$ cat config.mk
export PLATFORM = sky130hd
export DESIGN_NAME = boot_remap_decoder
export DESIGN_NICKNAME = d
export VERILOG_FILES = /design/src/rtl/boot_remap_pkg.sv /design/src/rtl/remap_ctrl_reg.sv /design/src/rtl/remap_win_match.sv /design/src/rtl/remap_port_decode.sv /design/src/rtl/boot_remap_decoder.sv
export SDC_FILE = /design/constraint.sdc
export NUM_CORES = 1
export LEC_CHECK = 0
export BUFFER_PORTS_ARGS = -buffer_cell sky130_fd_sc_hd__buf_2
export CORE_MARGIN = 2
export CORE_UTILIZATION = 40
export CTS_BUF_LIST = sky130_fd_sc_hd__clkbuf_8
export DETAILED_ROUTE_END_ITERATION = 7
export GPL_ROUTABILITY_DRIVEN = 1
export PLACE_DENSITY_LB_ADDON = 0.05
export SYNTH_ARGS = -nofsm -noshare
export SYNTH_HDL_FRONTEND = slang
export SYNTH_SLANG_ARGS = --single-unit
$ cat constraint.sdc
create_clock -name clk_i -period 3.65 [get_ports clk_i]
set_input_delay 0.73 -clock clk_i [delete_from_list [all_inputs] [get_ports clk_i]]
set_output_delay 0.73 -clock clk_i [all_outputs]
set_load 0.005 [all_outputs]
$ cat src/rtl/boot_remap_pkg.sv
package boot_remap_pkg;

  localparam int CFG_W     = 4;
  localparam int NUM_CLASS = 2;
  localparam int CLS_CPU   = 0;
  localparam int CLS_DEV   = 1;

  typedef enum logic [2:0] {
    TGT_NONE  = 3'd0,
    TGT_ROM   = 3'd1,
    TGT_RAM   = 3'd2,
    TGT_SDRAM = 3'd3,
    TGT_FBR   = 3'd4,
    TGT_LBR   = 3'd5,
    TGT_L3    = 3'd6
  } tgt_e;

  // last member is bit 0
  typedef struct packed {
    logic lbr_vis;
    logic fbr_vis;
    logic dev_low_ram;
    logic cpu_low_ram;
  } remap_cfg_t;

endpackage

$ cat src/rtl/remap_ctrl_reg.sv
module remap_ctrl_reg
  import boot_remap_pkg::*;
(
  input  logic                 clk_i,
  input  logic                 rst_ni,
  input  logic                 we_i,
  input  logic [CFG_W-1:0]     wdata_i,
  output remap_cfg_t           cfg_o
);

  remap_cfg_t cfg_q;

  always_ff @(posedge clk_i or negedge rst_ni) begin
    if (!rst_ni)   cfg_q <= '0;
    else if (we_i) cfg_q <= remap_cfg_t'(wdata_i);
  end

  assign cfg_o = cfg_q;

endmodule

$ cat src/rtl/remap_win_match.sv
module remap_win_match #(
  parameter int                ADDR_W = 32,
  parameter logic [ADDR_W-1:0] BASE   = '0,
  parameter logic [ADDR_W-1:0] SIZE   = 'h1_0000
) (
  input  logic [ADDR_W-1:0] addr_i,
  output logic              hit_o
);

  logic [ADDR_W-1:0] offs;

  assign offs  = addr_i - BASE;
  assign hit_o = (addr_i >= BASE) && (offs < SIZE);

endmodule

$ cat src/rtl/remap_port_decode.sv
module remap_port_decode
  import boot_remap_pkg::*;
#(
  parameter int                ADDR_W      = 32,
  parameter bit                IS_CPU      = 1'b1,
  parameter logic [ADDR_W-1:0] BOOT_SPAN   = 'h0001_0000,
  parameter logic [ADDR_W-1:0] LOW_SPAN    = 'h0010_0000,
  parameter logic [ADDR_W-1:0] SDRAM_TOP   = 'hC000_0000,
  parameter logic [ADDR_W-1:0] ROM_HI_BASE = 'hFFFD_0000,
  parameter logic [ADDR_W-1:0] RAM_HI_BASE = 'hFFFF_0000,
  parameter logic [ADDR_W-1:0] FBR_BASE    = 'hC000_0000,
  parameter logic [ADDR_W-1:0] FBR_SIZE    = 'h3C00_0000,
  parameter logic [ADDR_W-1:0] LBR_BASE    = 'hFF20_0000,
  parameter logic [ADDR_W-1:0] LBR_SIZE    = 'h0020_0000
) (
  input  logic              req_i,
  input  logic [ADDR_W-1:0] addr_i,
  input  logic              alias_ram_i,
  input  logic              fbr_vis_i,
  input  logic              lbr_vis_i,
  output tgt_e              tgt_o,
  output logic              err_o
);

  localparam logic [ADDR_W-1:0] SDRAM_SPAN = SDRAM_TOP - LOW_SPAN;

  logic hit_boot, hit_low, hit_rom, hit_ram, hit_fbr, hit_lbr, hit_sdram;

  remap_win_match #(.ADDR_W(ADDR_W), .BASE('0),          .SIZE(BOOT_SPAN))
    u_boot  (.addr_i(addr_i), .hit_o(hit_boot));
  remap_win_match #(.ADDR_W(ADDR_W), .BASE('0),          .SIZE(LOW_SPAN))
    u_low   (.addr_i(addr_i), .hit_o(hit_low));
  remap_win_match #(.ADDR_W(ADDR_W), .BASE(ROM_HI_BASE), .SIZE(BOOT_SPAN))
    u_rom   (.addr_i(addr_i), .hit_o(hit_rom));
  remap_win_match #(.ADDR_W(ADDR_W), .BASE(RAM_HI_BASE), .SIZE(BOOT_SPAN))
    u_ram   (.addr_i(addr_i), .hit_o(hit_ram));
  remap_win_match #(.ADDR_W(ADDR_W), .BASE(FBR_BASE),    .SIZE(FBR_SIZE))
    u_fbr   (.addr_i(addr_i), .hit_o(hit_fbr));
  remap_win_match #(.ADDR_W(ADDR_W), .BASE(LBR_BASE),    .SIZE(LBR_SIZE))
    u_lbr   (.addr_i(addr_i), .hit_o(hit_lbr));
  remap_win_match #(.ADDR_W(ADDR_W), .BASE(LOW_SPAN),    .SIZE(SDRAM_SPAN))
    u_sdram (.addr_i(addr_i), .hit_o(hit_sdram));

  // alias_on: low region is limited to a 64 KB memory; else SDRAM fills it
  logic alias_on;
  tgt_e alias_tgt;

  generate
    if (IS_CPU) begin : g_cpu
      assign alias_on  = 1'b1;
      assign alias_tgt = alias_ram_i ? TGT_RAM : TGT_ROM;
    end else begin : g_dev
      assign alias_on  = alias_ram_i;
      assign alias_tgt = TGT_RAM;
    end
  endgenerate

  always_comb begin
    tgt_o = TGT_NONE;
    err_o = 1'b0;
    if (req_i) begin
      if (hit_low) begin
        if (!alias_on)     tgt_o = TGT_SDRAM;
        else if (hit_boot) tgt_o = alias_tgt;
        else               err_o = 1'b1;
      end else if (hit_rom) begin
        tgt_o = TGT_ROM;
      end else if (hit_ram) begin
        tgt_o = TGT_RAM;
      end else if (hit_fbr) begin
        if (fbr_vis_i) tgt_o = TGT_FBR;
        else           err_o = 1'b1;
      end else if (hit_lbr) begin
        if (lbr_vis_i) tgt_o = TGT_LBR;
        else           err_o = 1'b1;
      end else if (hit_sdram) begin
        tgt_o = TGT_SDRAM;
      end else begin
        tgt_o = TGT_L3;
      end
    end
  end

endmodule

$ cat src/rtl/boot_remap_decoder.sv
module boot_remap_decoder
  import boot_remap_pkg::*;
#(
  parameter int                ADDR_W      = 32,
  parameter logic [ADDR_W-1:0] BOOT_SPAN   = 'h0001_0000,
  parameter logic [ADDR_W-1:0] LOW_SPAN    = 'h0010_0000,
  parameter logic [ADDR_W-1:0] SDRAM_TOP   = 'hC000_0000,
  parameter logic [ADDR_W-1:0] ROM_HI_BASE = 'hFFFD_0000,
  parameter logic [ADDR_W-1:0] RAM_HI_BASE = 'hFFFF_0000,
  parameter logic [ADDR_W-1:0] FBR_BASE    = 'hC000_0000,
  parameter logic [ADDR_W-1:0] FBR_SIZE    = 'h3C00_0000,
  parameter logic [ADDR_W-1:0] LBR_BASE    = 'hFF20_0000,
  parameter logic [ADDR_W-1:0] LBR_SIZE    = 'h0020_0000
) (
  input  logic              clk_i,
  input  logic              rst_ni,
  input  logic              cfg_we_i,
  input  logic [CFG_W-1:0]  cfg_wdata_i,
  input  logic              cpu_req_i,
  input  logic [ADDR_W-1:0] cpu_addr_i,
  output logic [2:0]        cpu_tgt_o,
  output logic              cpu_err_o,
  input  logic              dev_req_i,
  input  logic [ADDR_W-1:0] dev_addr_i,
  output logic [2:0]        dev_tgt_o,
  output logic              dev_err_o
);

  remap_cfg_t cfg;

  remap_ctrl_reg u_ctrl (
    .clk_i   (clk_i),
    .rst_ni  (rst_ni),
    .we_i    (cfg_we_i),
    .wdata_i (cfg_wdata_i),
    .cfg_o   (cfg)
  );

  logic              req_v   [NUM_CLASS];
  logic [ADDR_W-1:0] addr_v  [NUM_CLASS];
  logic              alias_v [NUM_CLASS];
  tgt_e              tgt_v   [NUM_CLASS];
  logic              err_v   [NUM_CLASS];

  assign req_v[CLS_CPU]   = cpu_req_i;
  assign addr_v[CLS_CPU]  = cpu_addr_i;
  assign alias_v[CLS_CPU] = cfg.cpu_low_ram;
  assign req_v[CLS_DEV]   = dev_req_i;
  assign addr_v[CLS_DEV]  = dev_addr_i;
  assign alias_v[CLS_DEV] = cfg.dev_low_ram;

  for (genvar c = 0; c < NUM_CLASS; c++) begin : g_cls
    remap_port_decode #(
      .ADDR_W(ADDR_W), .IS_CPU(c == CLS_CPU),
      .BOOT_SPAN(BOOT_SPAN), .LOW_SPAN(LOW_SPAN), .SDRAM_TOP(SDRAM_TOP),
      .ROM_HI_BASE(ROM_HI_BASE), .RAM_HI_BASE(RAM_HI_BASE),
      .FBR_BASE(FBR_BASE), .FBR_SIZE(FBR_SIZE),
      .LBR_BASE(LBR_BASE), .LBR_SIZE(LBR_SIZE)
    ) u_dec (
      .req_i       (req_v[c]),
      .addr_i      (addr_v[c]),
      .alias_ram_i (alias_v[c]),
      .fbr_vis_i   (cfg.fbr_vis),
      .lbr_vis_i   (cfg.lbr_vis),
      .tgt_o       (tgt_v[c]),
      .err_o       (err_v[c])
    );
  end

  assign cpu_tgt_o = tgt_v[CLS_CPU];
  assign cpu_err_o = err_v[CLS_CPU];
  assign dev_tgt_o = tgt_v[CLS_DEV];
  assign dev_err_o = err_v[CLS_DEV];

endmodule

After elaboration in Yosys (flattened, before gate mapping)
Cells that the tools add are included.
{ "classes": {"n_lt_le_gt_ge": 26, "n_div": 0, "n_reduce_logical": 14, "muxes": 37, "eq_ne": 0, "n_shift": 0, "addsub": 10, "bitwise": 0, "n_mul": 0} }
{ "ops": {"columns": ["operator", "count"], "rows": [
  ["$ge A32 B32 Y1 const B", 8],
  ["$sub A32 B32 Y32 const B", 8],
  ["$lt A32 B17 Y1 const B", 6],
  ["$ge A32 B1 Y1 const B", 2],
  ["$ge A32 B21 Y1 const B", 2],
  ["$lt A32 B21 Y1 const B", 2],
  ["$lt A32 B22 Y1 const B", 2],
  ["$lt A32 B30 Y1 const B", 2],
  ["$lt A32 B32 Y1 const B", 2],
  ["$sub A32 B21 Y32 const B", 2],
  ["$mux W3", 18],
  ["$mux W1", 17],
  ["$logic_and A1 B1 Y1", 14],
  ["$mux W2", 2]
]} }
{ "totals": {"ff_bits": 4, "mem_bits_rw": 0, "latchBits": 0, "romBits": 0, "word_cells": 91, "memories": 0, "output_inout_bits": 8, "input_bits": 73} }

Longest topological paths before layout
{ "depth": {"word_depth": 10, "depth_mapped": 7, "ltp_nobuf": 7} }

By module
From an unflattened synthesis, not the netlist that was laid out.
{ "hier_totals": {"hier_cells": 115, "hier_area_um2": 870.8} }
{ "by_module_without_submodules": {"columns": ["mod", "cells_each", "area_each_um2", "instances", "seq_area_each_um2"], "rows": [
  ["remap_ctrl_reg", 8, 145.1, 1, 100.1],
  ["remap_port_decode at g_cls[1].u_dec", 20, 117.6, 1, 0.0],
  ["remap_win_match at g_cls[0].u_dec.u_lbr ...", 8, 57.6, 2, 0.0],
  ["remap_port_decode at g_cls[0].u_dec", 19, 107.6, 1, 0.0],
  ["remap_win_match at g_cls[0].u_dec.u_rom ...", 5, 40.0, 2, 0.0],
  ["remap_win_match at g_cls[0].u_dec.u_ram ...", 5, 37.5, 2, 0.0],
  ["remap_win_match at g_cls[0].u_dec.u_sdram ...", 5, 36.3, 2, 0.0],
  ["remap_win_match at g_cls[0].u_dec.u_boot ...", 5, 33.8, 2, 0.0],
  ["remap_win_match at g_cls[0].u_dec.u_low ...", 4, 25.0, 2, 0.0],
  ["remap_win_match at g_cls[0].u_dec.u_fbr ...", 2, 20.0, 2, 0.0]
]} }

Worst setup path after synthesis
No wires, ideal clock.
{ "synth_path": {"path_type": "input to output", "startpoint": "input dev_addr_i[28]", "endpoint": "output dev_tgt_o[0]", "required_ns": 2.920, "n_path_buf": 1, "path_slack_ns": 0.571, "arrival_time_ns": 2.349, "stages": 6, "path_cell_list": "or4_1 or2_1 or4_4 buf_6 o21a_1 o22ai_1"} }
{ "synth_between": {"elab_chain_cells": 10, "word_cells_on_any_way": 30, "cone_classes": "add/sub: 5; order compare: 12; mux: 7; reduce/logical: 6"} }
{ "synth_lines": {"columns": ["item", "line", "rtl"], "rows": [
  ["from (decl)", "boot_remap_decoder.sv:24", "input logic [ADDR_W-1:0] dev_addr_i,"],
  ["$sub A32 B21 Y32", "remap_win_match.sv:12", "assign offs = addr_i - BASE;"],
  ["$lt A32 B32 Y1", "remap_win_match.sv:13", "assign hit_o = (addr_i >= BASE) && (offs < SIZE);"],
  ["$logic_and A1 B1 Y1", "remap_win_match.sv:13", null],
  ["$mux W3", "remap_port_decode.sv:76", "end else if (hit_sdram) begin"],
  ["$mux W3", "remap_port_decode.sv:73", "end else if (hit_lbr) begin"],
  ["$mux W3", "remap_port_decode.sv:70", "end else if (hit_fbr) begin"],
  ["$mux W3", "remap_port_decode.sv:68", "end else if (hit_ram) begin"],
  ["$mux W3", "remap_port_decode.sv:66", "end else if (hit_rom) begin"],
  ["$mux W3 *", "remap_port_decode.sv:62", "if (hit_low) begin"],
  ["$mux W3 *", "remap_port_decode.sv:61", "if (req_i) begin"],
  ["to (decl)", "boot_remap_decoder.sv:25", "output logic [2:0] dev_tgt_o,"]
]} }
Every way passes the cells marked *; elsewhere a longest branch is shown, timed or not.

Worst setup path after layout
{ "layout_path": {"startpoint": "input cpu_addr_i[21]", "endpoint": "output cpu_tgt_o[2]"} }
{ "layout_between": {"elab_chain_cells": 10, "word_cells_on_any_way": 30, "cone_classes": "add/sub: 5; order compare: 12; mux: 7; reduce/logical: 6"} }
{ "layout_lines": {"columns": ["item", "line", "rtl"], "rows": [
  ["from (decl)", "boot_remap_decoder.sv:20", "input logic [ADDR_W-1:0] cpu_addr_i,"],
  ["$sub A32 B21 Y32", "remap_win_match.sv:12", null],
  ["$lt A32 B32 Y1", "remap_win_match.sv:13", null],
  ["$logic_and A1 B1 Y1", "remap_win_match.sv:13", null],
  ["$mux W3", "remap_port_decode.sv:76", null],
  ["$mux W3", "remap_port_decode.sv:73", null],
  ["$mux W3", "remap_port_decode.sv:70", null],
  ["$mux W3", "remap_port_decode.sv:68", null],
  ["$mux W3", "remap_port_decode.sv:66", null],
  ["$mux W3 *", "remap_port_decode.sv:62", null],
  ["$mux W3 *", "remap_port_decode.sv:61", null],
  ["to (decl)", "boot_remap_decoder.sv:21", "output logic [2:0] cpu_tgt_o,"]
]} }
Marked as above.

==> flow_summary.yaml <==
layout:
  diodes: 0
  largest_register_ffs: 4
  final_net_count: 278
  layout.filler_cells: 263
  fin_cells: 229
  syn_to_final_growth_pct: 30.72
  drive_gt1_share_pct: 30.65
grt:
  grt_start_max_net_pins: 9
  gr-usage-all-layers_pct: 20.45
  grt_first_pass_wirelength_um: 5354
  grt_pass1_vias: 1241
  grt-ovfl-total: 0
  grt_antenna_before_repair: 0
synthesis:
  synth.net_count: 227
  synthCells: 150
  netlist_area_mm2: 0.001067
  synth_seq_cells: 4
  postSynth.asyncResetShare_pct: 100.0
  most_frequently_used_flop_master_after_synthesis: "sky130_fd_sc_hd__dfrtp_1"
  synth-edff-count: 0
  syn_area_per_cell_um2: 7.115
  yosys-top-cells-area: "sky130_fd_sc_hd__dfrtp_1 (9.4%), sky130_fd_sc_hd__nand4_1 (5.9%), sky130_fd_sc_hd__ha_1 (4.7%), sky130_fd_sc_hd__nand2_1 (4.6%), sky130_fd_sc_hd__nor2_1 (4.6%)"
  synth.lib_cells_used.distinct: 55
  netlist.area_leader.share_pct: 9.379
  synth.yosys.seq_area_share_pct: 9.379
  post_synthesis_cell_type_with_the_largest_combined_area: "sky130_fd_sc_hd__dfrtp_1"
  netlist_top_cells_count: "sky130_fd_sc_hd__nand2_1 (13), sky130_fd_sc_hd__nor2_1 (13), sky130_fd_sc_hd__inv_1 (11)"
  ys_warn_count: 0
min_path:
  holdCritPathClass: "input pin to asynchronous set/reset pin"
pwr:
  cell_internal_pwr_uw: 165.5
  power_per_cell_area_mw_per_mm2: 180.0
  pwr-share-seq_pct: 21.1
  total_leakage_power_nw: 0.5894
  power_switching_share_pct: 34.10
  total_switching_power_uw: 85.61
  comb_power_share_pct: 42.0
  vdd.ir_drop.worst_mv: 0.1902
  p_clk_share_pct: 37.0
floorplanning:
  coreArea_mm2: 0.002500
  die_w_um: 55.66
  die_y_um: 55.66
  effective_utilization_at_floorplan_pct: 42.69
  design.portCount: 81
  die-area_mm2: 0.003097
  site_rows: 18
drt:
  totalWireLength_um: 3191
  detailedRoute.firstIterationViolations: 50
  vias_per_cell: 6.074
  routedWlPerCell_um: 13.93
  drc: 0
  drtPass1Iterations: 4
  final_antenna_net_count: 0
  detailroute.via_count: 1391
timing:
  timing_hold_violations_final: 0
  timing.fmax_ghz: 0.2904
  final_worst_path_period_share_pct: 94.35
  rsz0062_at_grt: "no"
  final-max-slew-violation-count: 0
  slew_headroom_pct: 57.78
  finalSetupTns_ps: 0
  finalClockSkew_ps: 0
  final_hold_slack_ps: 312.5
  timing_worst_slew_pin_value_ps: 625.1
  timing.final.crit_period_ps: 3444
  setup_viol: 0
critical_path:
  startpoint_type: "input pin"
  timing_worst_setup_path_type: "input pin to output pin"
  reg2reg_from: "u_ctrl.cfg_o[2]$_DFFE_PN0P_"
  cp.arrival_ps: 2710
  endpoint_kind: "output pin"
  r2r_slack_ps: 2850
  path_max_fanout: 6
  worst_ep_required_time_ps: 2920
  regToRegEndpoint: "u_ctrl.cfg_o[2]$_DFFE_PN0P_"
  ff2ff_path_depth: 1
outcome:
  status: "finished clean"
cts:
  tritoncts: "yes"
  buffer_type_at_the_clock_tree_root: "sky130_fd_sc_hd__clkbuf_8"
  tritoncts.num_buffers: 3
  clock_tree.buffer_depth: 2
  hold_buffers: 0
  post_cts_resized: 0
  post_cts.repair.setup_buffers: 0
  insertion_delay_ps: 210
  cts.clk_slew.worst_paths_ps: 30
  clock_sink_count: 4
  h-tree-depth: 1
job:
  drv.max_cap_violation_count: 0
place:
  place.gp.congestion: 0.8700
  post_dp_hpwl_um: 2624
  place_inst: 226
  port-buffer-count: 48
-- power groups by stage --
| stage | clock, mW | sequential (mW) | combinational, mW |
|---|---|---|---|
| 2_1_floorplan | 0 | 0.0516 | 0.0498 |
| 3_3_place_gp | 0 | 0.0531 | 0.0998 |
| 3_5_place_dp | 0 | 0.0531 | 0.103 |
| 4_1_cts | 0.0950 | 0.0530 | 0.103 |
| 5_1_grt | 0.0984 | 0.0539 | 0.118 |
| 6_report | 0.0928 | 0.0529 | 0.105 |
-- layer usage --
layer	part of all wire, %	wire (µm)	GRT usage [%]
met5	0	0	0
met4	0	0	5.226
met3	6.5	208	0.9302
met2	45	1428	32.65
met1	49	1554	29.99
-- worst max-delay path by stage --
stage	startpoint	endpoint	slack (ps)	depth (start not counted)
CTS	cpu_addr_i[22]	cpu_tgt_o[2]	180	9
detailed placement	cpu_addr_i[22]	cpu_tgt_o[2]	180	9
global placement	cpu_addr_i[21]	cpu_tgt_o[2]	230	9
global route	cpu_addr_i[22]	cpu_tgt_o[2]	10	9
finish	cpu_addr_i[21]	cpu_tgt_o[2]	210	9
floorplan	dev_addr_i[28]	dev_tgt_o[0]	570	6
-- stage by stage --
stage          power [mW]  utilization [%]  cell area, µm²  setup slack (ps)
6_report           0.2511            55.81            1395             206.3
5_1_grt            0.2706            55.81            1395             9.857
4_1_cts            0.2512            54.85            1371             178.5
3_5_place_dp       0.1556            53.20            1330             181.6
3_3_place_gp       0.1530            53.20            1330             231.5
2_1_floorplan      0.1014                -            1067             571.5
-- cell type report --
class | count | area (µm²) | area share [%]
multi-input combinational | 133 | 934.6 | 67.00
tap | 30 | 37.54 | 2.691
clock buffer | 3 | 41.29 | 2.960
timing repair buffer | 48 | 240.2 | 17.22
inverter | 11 | 41.29 | 2.960
sequential | 4 | 100.1 | 7.175
-- cell families after synthesis --
family	share of synthesized area, %
AO/OA/AOI/OAI	30.01
adder cells (fa/ha/maj)	4.690
buffers and inverters	5.275
XOR/XNOR	4.104
AND/OR/NAND/NOR	43.49
multiplexers	3.048
flip-flops	9.379
-- critical path, stage by stage --
cell	delay, ps
sky130_fd_sc_hd__buf_2	140
sky130_fd_sc_hd__inv_1	60
sky130_fd_sc_hd__ha_1	230
sky130_fd_sc_hd__or4b_1	540
sky130_fd_sc_hd__nor4b_1	280
sky130_fd_sc_hd__a311oi_1	130
sky130_fd_sc_hd__a2111oi_4	330
sky130_fd_sc_hd__o21a_1	170
sky130_fd_sc_hd__buf_2	100
-- cell usage in the layout (no fill, tap or decap), drive strengths merged, types with 2 or more instances in the layout --
cell and n:
inv 11, clkbuf 3, mux2 2, a211oi 3, nand4 10, or2 2
nor3 3, nor3b 2, o22ai 3, o211ai 3, nor4 7, o21ai 6
and2 3, a2111oi 2, dfrtp 4, ha 4, or3 2, a21oi 3
xor2 3, buf 48, o21a 4, and3 4, or4 7, nand2 13
xnor2 2, o2111ai 2, nand4b 2, nand3 5, nor2 13, nand2b 2
Note: power is estimated with default switching activity, not from simulation.
